<file path="config.mk">
export PLATFORM = sky130hd
export DESIGN_NAME = i2c_slave_diag
export DESIGN_NICKNAME = d
export VERILOG_FILES = /design/src/rtl/i2cs_pkg.sv /design/src/rtl/i2cs_bus_events.sv /design/src/rtl/i2cs_addr_match.sv /design/src/rtl/i2cs_fsm.sv /design/src/rtl/i2c_slave_diag.sv
export SDC_FILE = /design/constraint.sdc
export NUM_CORES = 1
export LEC_CHECK = 0
export BUFFER_PORTS_ARGS = -buffer_cell sky130_fd_sc_hd__buf_2
export CORE_MARGIN = 3
export CORE_UTILIZATION = 50
export DETAILED_ROUTE_END_ITERATION = 6
export GPL_ROUTABILITY_DRIVEN = 0
export PLACE_DENSITY = 0.82
export SYNTH_ARGS = -nofsm -noshare
export SYNTH_HDL_FRONTEND = slang
export SYNTH_SLANG_ARGS = --single-unit
</file>
<file path="constraint.sdc">
create_clock -name clk -period 2.03 [get_ports clk]
set_clock_uncertainty 0.15 [all_clocks]
set_input_delay 0.406 -clock clk [delete_from_list [all_inputs] [get_ports clk]]
set_output_delay 0.406 -clock clk [all_outputs]
set_load 0.02 [all_outputs]
</file>
<file path="src/rtl/i2cs_pkg.sv">
package i2cs_pkg;
    localparam int BYTE_W  = 8;
    localparam int STATE_W = 4;
    localparam int SUB_W   = 4;
    localparam int ADDR_W  = 10;

    typedef enum logic [STATE_W-1:0] {
        ST_IDLE    = 4'h0,
        ST_START   = 4'h1,
        ST_BYSTAND = 4'h2,
        ST_WAIT    = 4'h3,
        ST_TX      = 4'h8,
        ST_RX      = 4'h9,
        ST_ADR1    = 4'hA,
        ST_ADR2    = 4'hB
    } main_e;

    localparam logic [SUB_W-1:0] SUB_ACK  = SUB_W'(BYTE_W);
    localparam logic [SUB_W-1:0] SUB_LAST = SUB_W'(BYTE_W - 1);
    localparam logic [4:0]       TEN_HDR  = 5'b11110;
endpackage

</file>
<file path="src/rtl/i2cs_bus_events.sv">
module i2cs_bus_events (
    input  logic clk,
    input  logic rst_n,
    input  logic scl,
    input  logic sda,
    output logic scl_rise,
    output logic scl_fall,
    output logic start_evt,
    output logic stop_evt
);
    logic scl_q;
    logic sda_q;

    always_ff @(posedge clk or negedge rst_n) begin
        if (!rst_n) begin
            scl_q <= 1'b1;
            sda_q <= 1'b1;
        end else begin
            scl_q <= scl;
            sda_q <= sda;
        end
    end

    assign scl_rise  = scl & ~scl_q;
    assign scl_fall  = ~scl & scl_q;
    assign start_evt = scl & scl_q & sda_q & ~sda;
    assign stop_evt  = scl & scl_q & ~sda_q & sda;
endmodule

</file>
<file path="src/rtl/i2cs_addr_match.sv">
module i2cs_addr_match #(
    parameter int ADDR_W = i2cs_pkg::ADDR_W,
    parameter int BYTE_W = i2cs_pkg::BYTE_W
) (
    input  logic [BYTE_W-1:0] byte_in,
    input  logic [ADDR_W-1:0] own_addr,
    input  logic              ten_mode,
    input  logic              ten_done,
    output logic              hdr_ok,
    output logic              low_ok
);
    import i2cs_pkg::*;

    localparam int HI_W = ADDR_W - BYTE_W;

    logic seven_ok;
    logic ten_hdr_ok;

    assign seven_ok   = (byte_in[BYTE_W-1:1] == own_addr[BYTE_W-2:0]);
    assign ten_hdr_ok = (byte_in[BYTE_W-1 -: 5] == TEN_HDR)
                      && (byte_in[HI_W:1] == own_addr[ADDR_W-1 -: HI_W])
                      && (!byte_in[0] || ten_done);
    assign hdr_ok     = ten_mode ? ten_hdr_ok : seven_ok;
    assign low_ok     = (byte_in == own_addr[BYTE_W-1:0]);
endmodule

</file>
<file path="src/rtl/i2cs_fsm.sv">
module i2cs_fsm #(
    parameter int BYTE_W  = i2cs_pkg::BYTE_W,
    parameter int STATE_W = i2cs_pkg::STATE_W,
    parameter int SUB_W   = i2cs_pkg::SUB_W
) (
    input  logic                       clk,
    input  logic                       rst_n,
    input  logic                       enable,
    input  logic                       ten_mode,
    input  logic                       scl_rise,
    input  logic                       scl_fall,
    input  logic                       start_evt,
    input  logic                       stop_evt,
    input  logic                       sda_smp,
    input  logic                       hdr_ok,
    input  logic                       low_ok,
    output logic                       ten_done,
    output logic [BYTE_W-1:0]          shift_byte,
    input  logic [BYTE_W-1:0]          tx_data,
    input  logic                       tx_valid,
    output logic                       tx_ready,
    output logic [BYTE_W-1:0]          rx_data,
    output logic                       rx_valid,
    input  logic                       rx_ready,
    output logic                       sda_pull_low,
    output logic [STATE_W+SUB_W-1:0]   diag
);
    import i2cs_pkg::*;

    main_e             state_q, state_d;
    logic [SUB_W-1:0]  sub_q, sub_d;
    logic [BYTE_W-1:0] rx_sh_q;
    logic [BYTE_W-1:0] tx_sh_q;
    logic [BYTE_W-1:0] rx_data_q;
    logic              rx_valid_q;
    logic              rw_q;
    logic              ten_done_q;
    logic              mack_n_q;
    logic              load_tx;
    logic              byte_end;
    logic              ack_fall;
    logic              bit_state;

    assign byte_end  = scl_fall && (sub_q == SUB_LAST);
    assign ack_fall  = scl_fall && (sub_q == SUB_ACK);
    assign bit_state = (state_q == ST_ADR1) || (state_q == ST_ADR2) || (state_q == ST_RX);

    // next-state logic
    always_comb begin
        state_d = state_q;
        sub_d   = sub_q;
        load_tx = 1'b0;
        if (!enable) begin
            state_d = ST_IDLE;
            sub_d   = '0;
        end else if (stop_evt) begin
            state_d = ST_IDLE;
            sub_d   = '0;
        end else if (start_evt) begin
            state_d = ST_START;
            sub_d   = '0;
        end else begin
            unique case (state_q)
                ST_IDLE, ST_BYSTAND, ST_WAIT: begin
                    sub_d = '0;
                end
                ST_START: begin
                    if (scl_fall) begin
                        state_d = ST_ADR1;
                        sub_d   = '0;
                    end
                end
                ST_ADR1: begin
                    if (byte_end) begin
                        if (hdr_ok) begin
                            sub_d = SUB_ACK;
                        end else begin
                            state_d = ST_BYSTAND;
                            sub_d   = '0;
                        end
                    end else if (ack_fall) begin
                        sub_d = '0;
                        if (ten_mode && !rw_q) begin
                            state_d = ST_ADR2;
                        end else if (rw_q) begin
                            state_d = ST_TX;
                            load_tx = 1'b1;
                        end else begin
                            state_d = ST_RX;
                        end
                    end else if (scl_fall) begin
                        sub_d = sub_q + SUB_W'(1);
                    end
                end
                ST_ADR2: begin
                    if (byte_end) begin
                        if (low_ok) begin
                            sub_d = SUB_ACK;
                        end else begin
                            state_d = ST_BYSTAND;
                            sub_d   = '0;
                        end
                    end else if (ack_fall) begin
                        state_d = ST_RX;
                        sub_d   = '0;
                    end else if (scl_fall) begin
                        sub_d = sub_q + SUB_W'(1);
                    end
                end
                ST_RX: begin
                    if (byte_end) begin
                        if (rx_ready) begin
                            sub_d = SUB_ACK;
                        end else begin
                            state_d = ST_WAIT;
                            sub_d   = '0;
                        end
                    end else if (ack_fall) begin
                        sub_d = '0;
                    end else if (scl_fall) begin
                        sub_d = sub_q + SUB_W'(1);
                    end
                end
                ST_TX: begin
                    if (ack_fall) begin
                        if (!mack_n_q) begin
                            sub_d   = '0;
                            load_tx = 1'b1;
                        end else begin
                            state_d = ST_WAIT;
                            sub_d   = '0;
                        end
                    end else if (scl_fall) begin
                        sub_d = sub_q + SUB_W'(1);
                    end
                end
                default: begin
                    state_d = ST_IDLE;
                    sub_d   = '0;
                end
            endcase
        end
    end

    // state register
    always_ff @(posedge clk or negedge rst_n) begin
        if (!rst_n) begin
            state_q <= ST_IDLE;
            sub_q   <= '0;
        end else begin
            state_q <= state_d;
            sub_q   <= sub_d;
        end
    end

    // byte datapath registers
    always_ff @(posedge clk or negedge rst_n) begin
        if (!rst_n) begin
            rx_sh_q    <= '0;
            tx_sh_q    <= '1;
            rx_data_q  <= '0;
            rx_valid_q <= 1'b0;
            rw_q       <= 1'b0;
            ten_done_q <= 1'b0;
            mack_n_q   <= 1'b1;
        end else begin
            rx_valid_q <= 1'b0;
            if (scl_rise && bit_state && (sub_q != SUB_ACK)) begin
                rx_sh_q <= {rx_sh_q[BYTE_W-2:0], sda_smp};
            end
            if (scl_rise && (state_q == ST_TX) && (sub_q == SUB_ACK)) begin
                mack_n_q <= sda_smp;
            end
            if (enable && (state_q == ST_ADR1) && byte_end) begin
                rw_q       <= rx_sh_q[0];
                ten_done_q <= ten_mode && hdr_ok && rx_sh_q[0] && ten_done_q;
            end
            if (enable && (state_q == ST_ADR2) && byte_end && low_ok) begin
                ten_done_q <= 1'b1;
            end
            if (enable && (state_q == ST_RX) && byte_end && rx_ready) begin
                rx_valid_q <= 1'b1;
                rx_data_q  <= rx_sh_q;
            end
            if (load_tx) begin
                tx_sh_q <= tx_valid ? tx_data : '1;
            end else if ((state_q == ST_TX) && scl_fall && (sub_q < SUB_LAST)) begin
                tx_sh_q <= {tx_sh_q[BYTE_W-2:0], 1'b1};
            end
            if (!enable || stop_evt) begin
                ten_done_q <= 1'b0;
            end
        end
    end

    // outputs
    always_comb begin
        unique case (state_q)
            ST_ADR1, ST_ADR2, ST_RX: sda_pull_low = (sub_q == SUB_ACK);
            ST_TX:                   sda_pull_low = (sub_q != SUB_ACK) && !tx_sh_q[BYTE_W-1];
            default:                 sda_pull_low = 1'b0;
        endcase
    end

    assign diag       = {state_q, sub_q};
    assign tx_ready   = load_tx;
    assign rx_data    = rx_data_q;
    assign rx_valid   = rx_valid_q;
    assign ten_done   = ten_done_q;
    assign shift_byte = rx_sh_q;


    main_legal_chk: assert property (@(posedge clk) disable iff (!rst_n)
        state_q inside {ST_IDLE, ST_START, ST_BYSTAND, ST_WAIT, ST_TX, ST_RX, ST_ADR1, ST_ADR2});


    sub_range_chk: assert property (@(posedge clk) disable iff (!rst_n)
        sub_q <= SUB_ACK);


    sub_zero_chk: assert property (@(posedge clk) disable iff (!rst_n)
        (state_q inside {ST_IDLE, ST_START, ST_BYSTAND, ST_WAIT}) |-> (sub_q == '0));


    stop_idle_chk: assert property (@(posedge clk) disable iff (!rst_n)
        (enable && stop_evt) |=> (state_q == ST_IDLE));


    start_enter_chk: assert property (@(posedge clk) disable iff (!rst_n)
        (enable && start_evt) |=> (state_q == ST_START));


    disable_idle_chk: assert property (@(posedge clk) disable iff (!rst_n)
        !enable |=> (state_q == ST_IDLE) && !sda_pull_low);


    rx_pulse_chk: assert property (@(posedge clk) disable iff (!rst_n)
        rx_valid_q |=> !rx_valid_q);


    tx_load_chk: assert property (@(posedge clk) disable iff (!rst_n)
        tx_ready |=> (state_q == ST_TX) && (sub_q == '0) && !tx_ready);
endmodule

</file>
<file path="src/rtl/i2c_slave_diag.sv">
module i2c_slave_diag #(
    parameter int ADDR_W  = i2cs_pkg::ADDR_W,
    parameter int BYTE_W  = i2cs_pkg::BYTE_W,
    parameter int STATE_W = i2cs_pkg::STATE_W,
    parameter int SUB_W   = i2cs_pkg::SUB_W
) (
    input  logic                     clk,
    input  logic                     rst_n,
    input  logic                     enable,
    input  logic                     ten_bit_mode,
    input  logic [ADDR_W-1:0]        own_addr,
    input  logic                     scl_in,
    input  logic                     sda_in,
    output logic                     sda_pull_low,
    input  logic [BYTE_W-1:0]        tx_data,
    input  logic                     tx_valid,
    output logic                     tx_ready,
    output logic [BYTE_W-1:0]        rx_data,
    output logic                     rx_valid,
    input  logic                     rx_ready,
    output logic [STATE_W+SUB_W-1:0] diag_state
);
    logic              scl_rise;
    logic              scl_fall;
    logic              start_evt;
    logic              stop_evt;
    logic              hdr_ok;
    logic              low_ok;
    logic              ten_done;
    logic [BYTE_W-1:0] shift_byte;

    i2cs_bus_events u_events (
        .clk       (clk),
        .rst_n     (rst_n),
        .scl       (scl_in),
        .sda       (sda_in),
        .scl_rise  (scl_rise),
        .scl_fall  (scl_fall),
        .start_evt (start_evt),
        .stop_evt  (stop_evt)
    );

    i2cs_addr_match #(
        .ADDR_W (ADDR_W),
        .BYTE_W (BYTE_W)
    ) u_match (
        .byte_in  (shift_byte),
        .own_addr (own_addr),
        .ten_mode (ten_bit_mode),
        .ten_done (ten_done),
        .hdr_ok   (hdr_ok),
        .low_ok   (low_ok)
    );

    i2cs_fsm #(
        .BYTE_W  (BYTE_W),
        .STATE_W (STATE_W),
        .SUB_W   (SUB_W)
    ) u_fsm (
        .clk          (clk),
        .rst_n        (rst_n),
        .enable       (enable),
        .ten_mode     (ten_bit_mode),
        .scl_rise     (scl_rise),
        .scl_fall     (scl_fall),
        .start_evt    (start_evt),
        .stop_evt     (stop_evt),
        .sda_smp      (sda_in),
        .hdr_ok       (hdr_ok),
        .low_ok       (low_ok),
        .ten_done     (ten_done),
        .shift_byte   (shift_byte),
        .tx_data      (tx_data),
        .tx_valid     (tx_valid),
        .tx_ready     (tx_ready),
        .rx_data      (rx_data),
        .rx_valid     (rx_valid),
        .rx_ready     (rx_ready),
        .sda_pull_low (sda_pull_low),
        .diag         (diag_state)
    );


    pull_start_chk: assert property (@(posedge clk) disable iff (!rst_n || !enable)
        $rose(sda_pull_low) |-> !scl_in);


    pull_release_chk: assert property (@(posedge clk) disable iff (!rst_n || !enable)
        $fell(sda_pull_low) |-> !scl_in);
endmodule

</file>
# Yosys cells after proc, flatten, opt, wreduce, memory -nomap -nowiden
# Cells that the tools add are included.
# Widths: inputs -> output; s select.
word_totals:
  input_bits: 26
  out_inout_bits: 19
  register_bits: 38
  elab_cells: 134
classes:
  addsub: 1
  bitwise: 11
  n_reduce_logical: 37
  mux: 49
  n_eq_ne: 24
  n_lt_le_gt_ge: 1
op_table:
  columns: ["cell", "count"]
  rows:
  - ["$mux 4", 27]
  - ["$mux 8", 3]
  - ["$pmux 4 s6", 1]
  - ["$logic_and 1x1->1", 23]
  - ["$eq 4x4->1 const B", 5]
  - ["$ne 5x3->1 const B", 4]
  - ["$pmux 4 s5", 1]
  - ["$mux 1", 15]
  - ["$ne 6x3->1 const B", 2]
  - ["$ne 6x5->1 const B", 2]
  - ["$reduce_and 10->1", 1]
  - ["$eq 4x2->1 const B", 2]
  - ["$eq 8x8->1", 1]
  - ["$and 1x1->1", 7]
  - ["$eq 7x7->1", 1]
  - ["$reduce_or 3->1", 2]
  - ["$eq 5x5->1 const B", 1]
  - ["$ne 5x4->1 const B", 1]
  - ["$add 4x1->4 const B", 1]
  - ["$eq 4x1->1 const B", 1]
  - ["$eq 4x3->1 const B", 1]
  - ["$logic_not 1->1", 4]
  - ["$logic_not 4->1", 1]
  - ["$logic_or 1x1->1", 4]
  - ["other kinds (8)", 12]

# Logic depth before layout (Yosys ltp)
logic_depth:
  word_depth: 10
  ltp_mapped: 9
  ltp_nobuf: 8

# Hierarchy
# From an unflattened synthesis, not the netlist that was laid out.
unflattened:
  hier_cells: 202
  area_unflattened_um2: 2213.4
by_module_without_submodules:
  columns: ["mod", "cells_each", "area_each_um2", "instances", "seq_area_each_um2"]
  rows:
  - ["i2cs_fsm", 169, 1918.1, 1, 887.1]
  - ["i2cs_addr_match", 27, 210.2, 1, 0.0]
  - ["i2cs_bus_events", 6, 85.1, 1, 52.6]

# Worst setup path after synthesis
# No wires, ideal clock.
synth_timing:
  path_type: "flip-flop to output port"
  startpoint: "reg u_fsm.state_q[3]"
  endpoint: "out tx_ready"
  path_buffers: 3
  stages_incl_launch_ff: 8
  required_ns: 1.474
  arrival_time_ns: 1.844
  slack_ns: -0.370
  path_cell_list: "dfrtp_1 buf_6 or3b_1 buf_6 nor2_4 a41oi_2 nor4_4 buf_6"
synth_via:
  elab_chain_len: 5
  word_cells_on_any_way: 6
  classes_between: "eq/ne: 2; mux: 4"
synth_rtl:
  columns: ["element", "line", "source"]
  rows:
  - ["from (decl)", "i2cs_fsm.sv:30", "main_e state_q, state_d;"]
  - ["from (signal assigned)", "i2cs_fsm.sv:151", "state_q <= state_d;"]
  - ["$eq 4x4->1", "i2cs_fsm.sv:63", "unique case (state_q)"]
  - ["$pmux 1 s2 *", "i2cs_fsm.sv:63", null]
  - ["$mux 1 *", "i2cs_fsm.sv:59", "end else if (start_evt) begin"]
  - ["$mux 1 *", "i2cs_fsm.sv:56", "end else if (stop_evt) begin"]
  - ["$mux 1 *", "i2cs_fsm.sv:53", "if (!enable) begin"]
  - ["to (decl)", "i2c_slave_diag.sv:17", "output logic tx_ready,"]
# Every way passes the cells marked *; elsewhere a longest branch is shown, timed or not.

# Final worst setup path
layout_timing:
  startpoint: "reg u_fsm.sub_q[1]"
  endpoint: "out tx_ready"
layout_via:
  elab_chain_len: 8
  word_cells_on_any_way: 11
  classes_between: "eq/ne: 2; mux: 7; reduce/logical: 2"
layout_rtl:
  columns: ["element", "line", "source"]
  rows:
  - ["from (decl)", "i2cs_fsm.sv:31", "logic [SUB_W-1:0] sub_q, sub_d;"]
  - ["from (signal assigned)", "i2cs_fsm.sv:152", "sub_q <= sub_d;"]
  - ["$eq 4x4->1", "i2cs_fsm.sv:45", "assign ack_fall = scl_fall && (sub_q == SUB_ACK);"]
  - ["$logic_and 1x1->1", "i2cs_fsm.sv:45", null]
  - ["$mux 1", "i2cs_fsm.sv:81", "end else if (ack_fall) begin"]
  - ["$mux 1", "i2cs_fsm.sv:74", "if (byte_end) begin"]
  - ["$pmux 1 s2 *", "i2cs_fsm.sv:63", null]
  - ["$mux 1 *", "i2cs_fsm.sv:59", null]
  - ["$mux 1 *", "i2cs_fsm.sv:56", null]
  - ["$mux 1 *", "i2cs_fsm.sv:53", null]
# Marks and branches as above.

==> Flow_metrics.wiki <==
{| class="wikitable"
! Metric !! Value
|-
| Synthesized net count || 244
|-
| Failing checks || negative setup slack
|-
| Worst path setup slack after routing || -0.3597 ns
|-
| Area taken by multi-input logic gates || 1406 um2
|-
| Cell count after placement || 349
|-
| Via count of the first global-routing pass || 2087
|-
| Portion of total power attributed to sequential cells || 46.3%
|-
| Clock latency on the worst-skew pair || 0.30 ns
|-
| Leading cell types in the layout, fill and taps excluded || sky130_fd_sc_hd__buf_4, sky130_fd_sc_hd__buf_2, sky130_fd_sc_hd__mux2_4
|-
| Run status || finished, violations left
|-
| Post-detailed-placement half-perimeter wirelength || 4182 um
|-
| Post-DRT Antenna Nets || 0
|-
| Port-buffer cells || 43
|-
| Total of fill cells in the finished design || 256
|-
| Clock tree from TritonCTS || done
|-
| Longest Clk Path Bufs || 2
|-
| Maximum fanout encountered on the critical timing path || 4
|-
| Post-synth EDFFs || 0
|-
| Worst Hold Class || in -> async
|-
| Standby leakage power || 0.001526 uW
|-
| Final Max Tran Viols || 0
|-
| Largest net degree at the start of global routing || 38
|-
| Detailed Routing Iterations Pass 1 || 4
|-
| Synth-to-layout area growth || 44.00%
|-
| Number of non-filler instances in the completed layout || 363
|-
| Final net count || 340
|-
| Nature of the critical path startpoint || flip-flop
|-
| Clock slew seen by the registers of the worst setup and hold paths || 0.08 ns
|-
| Setup violators final || 19
|-
| Number of H-tree levels || 2
|-
| Routed wire length per instance || 17.66 um
|-
| X dimension of the die || 73.45 um
|-
| Netlist Area Pre-Place || 2275 um2
|-
| Initial cell density of the core || 54.14%
|-
| First-pass GRT wire length || 9887 um
|-
| Number of DRC violations after detailed routing || 0
|-
| Fraction of final layout cells sized beyond drive strength 1 || 56.87%
|-
| Initial antenna violation count || 0
|-
| Minimum clock period after layout || 2.390 ns
|-
| Core area || 4202 um2
|-
| Ratio of total power to cell area || 512.9 nW/um2
|-
| Max capacitance violation total || 0
|-
| Worst path cell trace || inv_2, ha_4, and3b_2, nand2_2, nor4_4, buf_4
|-
| Antenna diode count || 0
|-
| Grt ovf || 0
|-
| Count of hold-fix buffers inserted at cts || 0
|-
| Post-Place Setup Slack || -0.2774 ns
|-
| Unrepaired setup endpoints after global routing || yes
|-
| Main synth FF type || sky130_fd_sc_hd__dfrtp_1
|-
| Total chip power || 1680 uW
|-
| Highest clock frequency the design can meet || 418.5 MHz
|-
| CP peak stage delay || 0.44 ns
|-
| Portion of total power attributed to the clock network || 39.9%
|-
| Area of the die || 5395 um2
|-
| Synthesized flop and latch total || 37
|-
| Clk Tree Root Cell || sky130_fd_sc_hd__clkbuf_8
|-
| Worst voltage drop across the vdd grid || 0.0004445 V
|-
| Post-synthesis cell count || 216
|-
| Data required, critical path || 1.47 ns
|-
| Per-instance average area after synthesis || 10.53 um2
|-
| Type of the worst setup path || reg -> out
|-
| Via count || 2091
|-
| Delay-heaviest family, CP || simple AND/OR/NAND/NOR gates
|-
| Fraction of the yosys area taken by sequential cells || 41.31%
|-
| Combined buffer and inverter count along the critical path || 2
|-
| Proportion of synthesized flip-flops having asynchronous set or reset || 100.0%
|-
| Total wirelength of the detailed-routed design || 6409 um
|-
| Std cell rows || 23
|-
| CTS buffer count || 5
|-
| All-layer global routing usage || 24.08%
|-
| Gate power share || 13.9%
|-
| Unique masters post-synth || 53
|-
| Net switching power of the design || 405.6 uW
|-
| Detailed router's first-iteration violation count || 166
|-
| Fraction of the cycle the final worst path needs || 117.7%
|-
| Worst setup EP type || output port
|-
| Area taken by flip-flops and latches || 943.4 um2
|-
| Boundary Pins || 45
|-
| Detailed-route vias per instance || 5.760
|-
| Number of warnings reported in the yosys synthesis log || 0
|-
| Number of hold-slack violations in the final timing report || 0
|-
| CTS Sinks || 37
|-
| Data arrival time of the worst path || 1.83 ns
|-
| Internal power || 1275 uW
|-
| Die Y || 73.45 um
|-
| Net switching fraction of the power || 24.14%
|-
| Most frequent standard cell in the layout excluding fill and tap cells || sky130_fd_sc_hd__buf_4
|-
| CP max-delay cell || sky130_fd_sc_hd__dfrtp_2
|}
[worst reg2reg max path, cell delays in order (launching register included)]
cell and delay, ns:
sky130_fd_sc_hd__dfrtp_2 0.41, sky130_fd_sc_hd__ha_4 0.15, sky130_fd_sc_hd__nand4b_1 0.11, sky130_fd_sc_hd__buf_4 0.16, sky130_fd_sc_hd__o311a_1 0.28, sky130_fd_sc_hd__o31a_1 0.25, sky130_fd_sc_hd__o21ai_2 0.19, sky130_fd_sc_hd__o311ai_4 0.16
sky130_fd_sc_hd__mux2_4 0.33
[registers in the layout, summed over array words and instances (netlist names), 3 cells and up]
register,cells
u_fsm.rx_data,8
u_fsm.shift_byte,8
u_fsm.tx_sh_q,8
u_fsm.sub_q,4
u_fsm.state_q,3
[power by group through the flow]
stage	sequential [uW]	clock, uW	combinational, uW
finish	777	670	233
global route	781	721	252
CTS	777	679	223
detailed placement	790	0	207
global placement	789	0	200
floorplan	795	0	104
[final cells by class]
cell class	instances	share of cell area [%]
Clock buffer	6	2.521
Clock inverter	2	1.146
Inverter	11	1.261
Multi-Input combinational cell	154	42.93
Sequential cell	37	28.80
Tap cell	50	1.910
Timing Repair Buffer	103	21.43
[cells in the mapped netlist, drive strengths merged (2+ instances only)]
cell | instances | share of area (%)
xnor2 | 14 | 5.4
nand2b | 5 | 1.4
a21oi | 10 | 2.2
nor2 | 17 | 3.2
a31oi | 10 | 2.8
inv | 11 | 1.8
nor3b | 2 | 0.66
nand3 | 8 | 1.8
dfstp | 11 | 13
o21ai | 6 | 1.3
nand3b | 2 | 0.66
nor3 | 2 | 0.94
dfrtp | 26 | 29
ha | 2 | 1.1
clkbuf | 5 | 0.83
nand2 | 8 | 1.3
mux2 | 28 | 15
nand4 | 5 | 1.4
nor2b | 3 | 0.83
xor2 | 5 | 1.9
buf | 9 | 3.0
nor4 | 6 | 2.3
nor4b | 2 | 1.4
[repair_timing]
| item | CTS | global route |
|---|---|---|
| pin swaps | 7 | 12 |
| resized for setup | 27 | 20 |
| setup endpoints to repair | 22 | 35 |
| buffers inserted | 2 | 4 |
[per-stage QoR]
stage          cell area (um2)  hold slack (ns)  util [%]  setup TNS (ns)
2_1_floorplan             2300         -0.03959         -          -1.275
3_3_place_gp              2905           0.3144     69.15          -1.218
3_5_place_dp              2905           0.3236     69.15          -1.954
4_1_cts                   3157          0.01999     75.13          -1.804
5_1_grt                   3276          0.02787     77.96          -4.275
6_report                  3276         0.008302     77.96          -2.107
[cells by family (layout without fill, tap and decap cells)]
family                     count (synthesis)  after routing  synth area share, %
AOI/OAI and AO/OA                         40             40                12.10
xor gates and xnor gates                  19             19                7.316
adders and majority gates                  2              2                1.100
buffers and inverters                     25            122                5.665
DFF                                       37             37                41.31
muxes                                     28             28                15.02
other                                      1              1               0.1649
and+or+nand+nor                           64             64                17.33
[final timing paths]
check,start,endpoint,slack [ns],cells past startpoint
min in group clk,tx_data[6],u_fsm.tx_sh_q[6],0.16,3
worst max-delay path,u_fsm.sub_q[1],tx_ready,-0.36,6
worst max register to register,u_fsm.sub_q[0],u_fsm.state_q[1],-0.28,8
worst min-delay path,rst_n,u_fsm.ten_done,0.008,2
worst min register to register,u_fsm.rx_data[0],u_fsm.rx_data[0],0.36,1
max in group asynchronous,rst_n,u_fsm.tx_sh_q[4],1.38,2
[routing by layer]
| layer | vias to the layer above | global-route usage (%) | share of wire, % |
|---|---|---|---|
| li1 | 961 | - | - |
| met1 | 1033 | 28.81 | 40 |
| met2 | 72 | 40.65 | 52 |
| met3 | 25 | 5.609 | 5.3 |
| met4 | 0 | 11.27 | 2.8 |
| met5 | - | 0 | 0 |
Power figures use the tool's default switching activity.
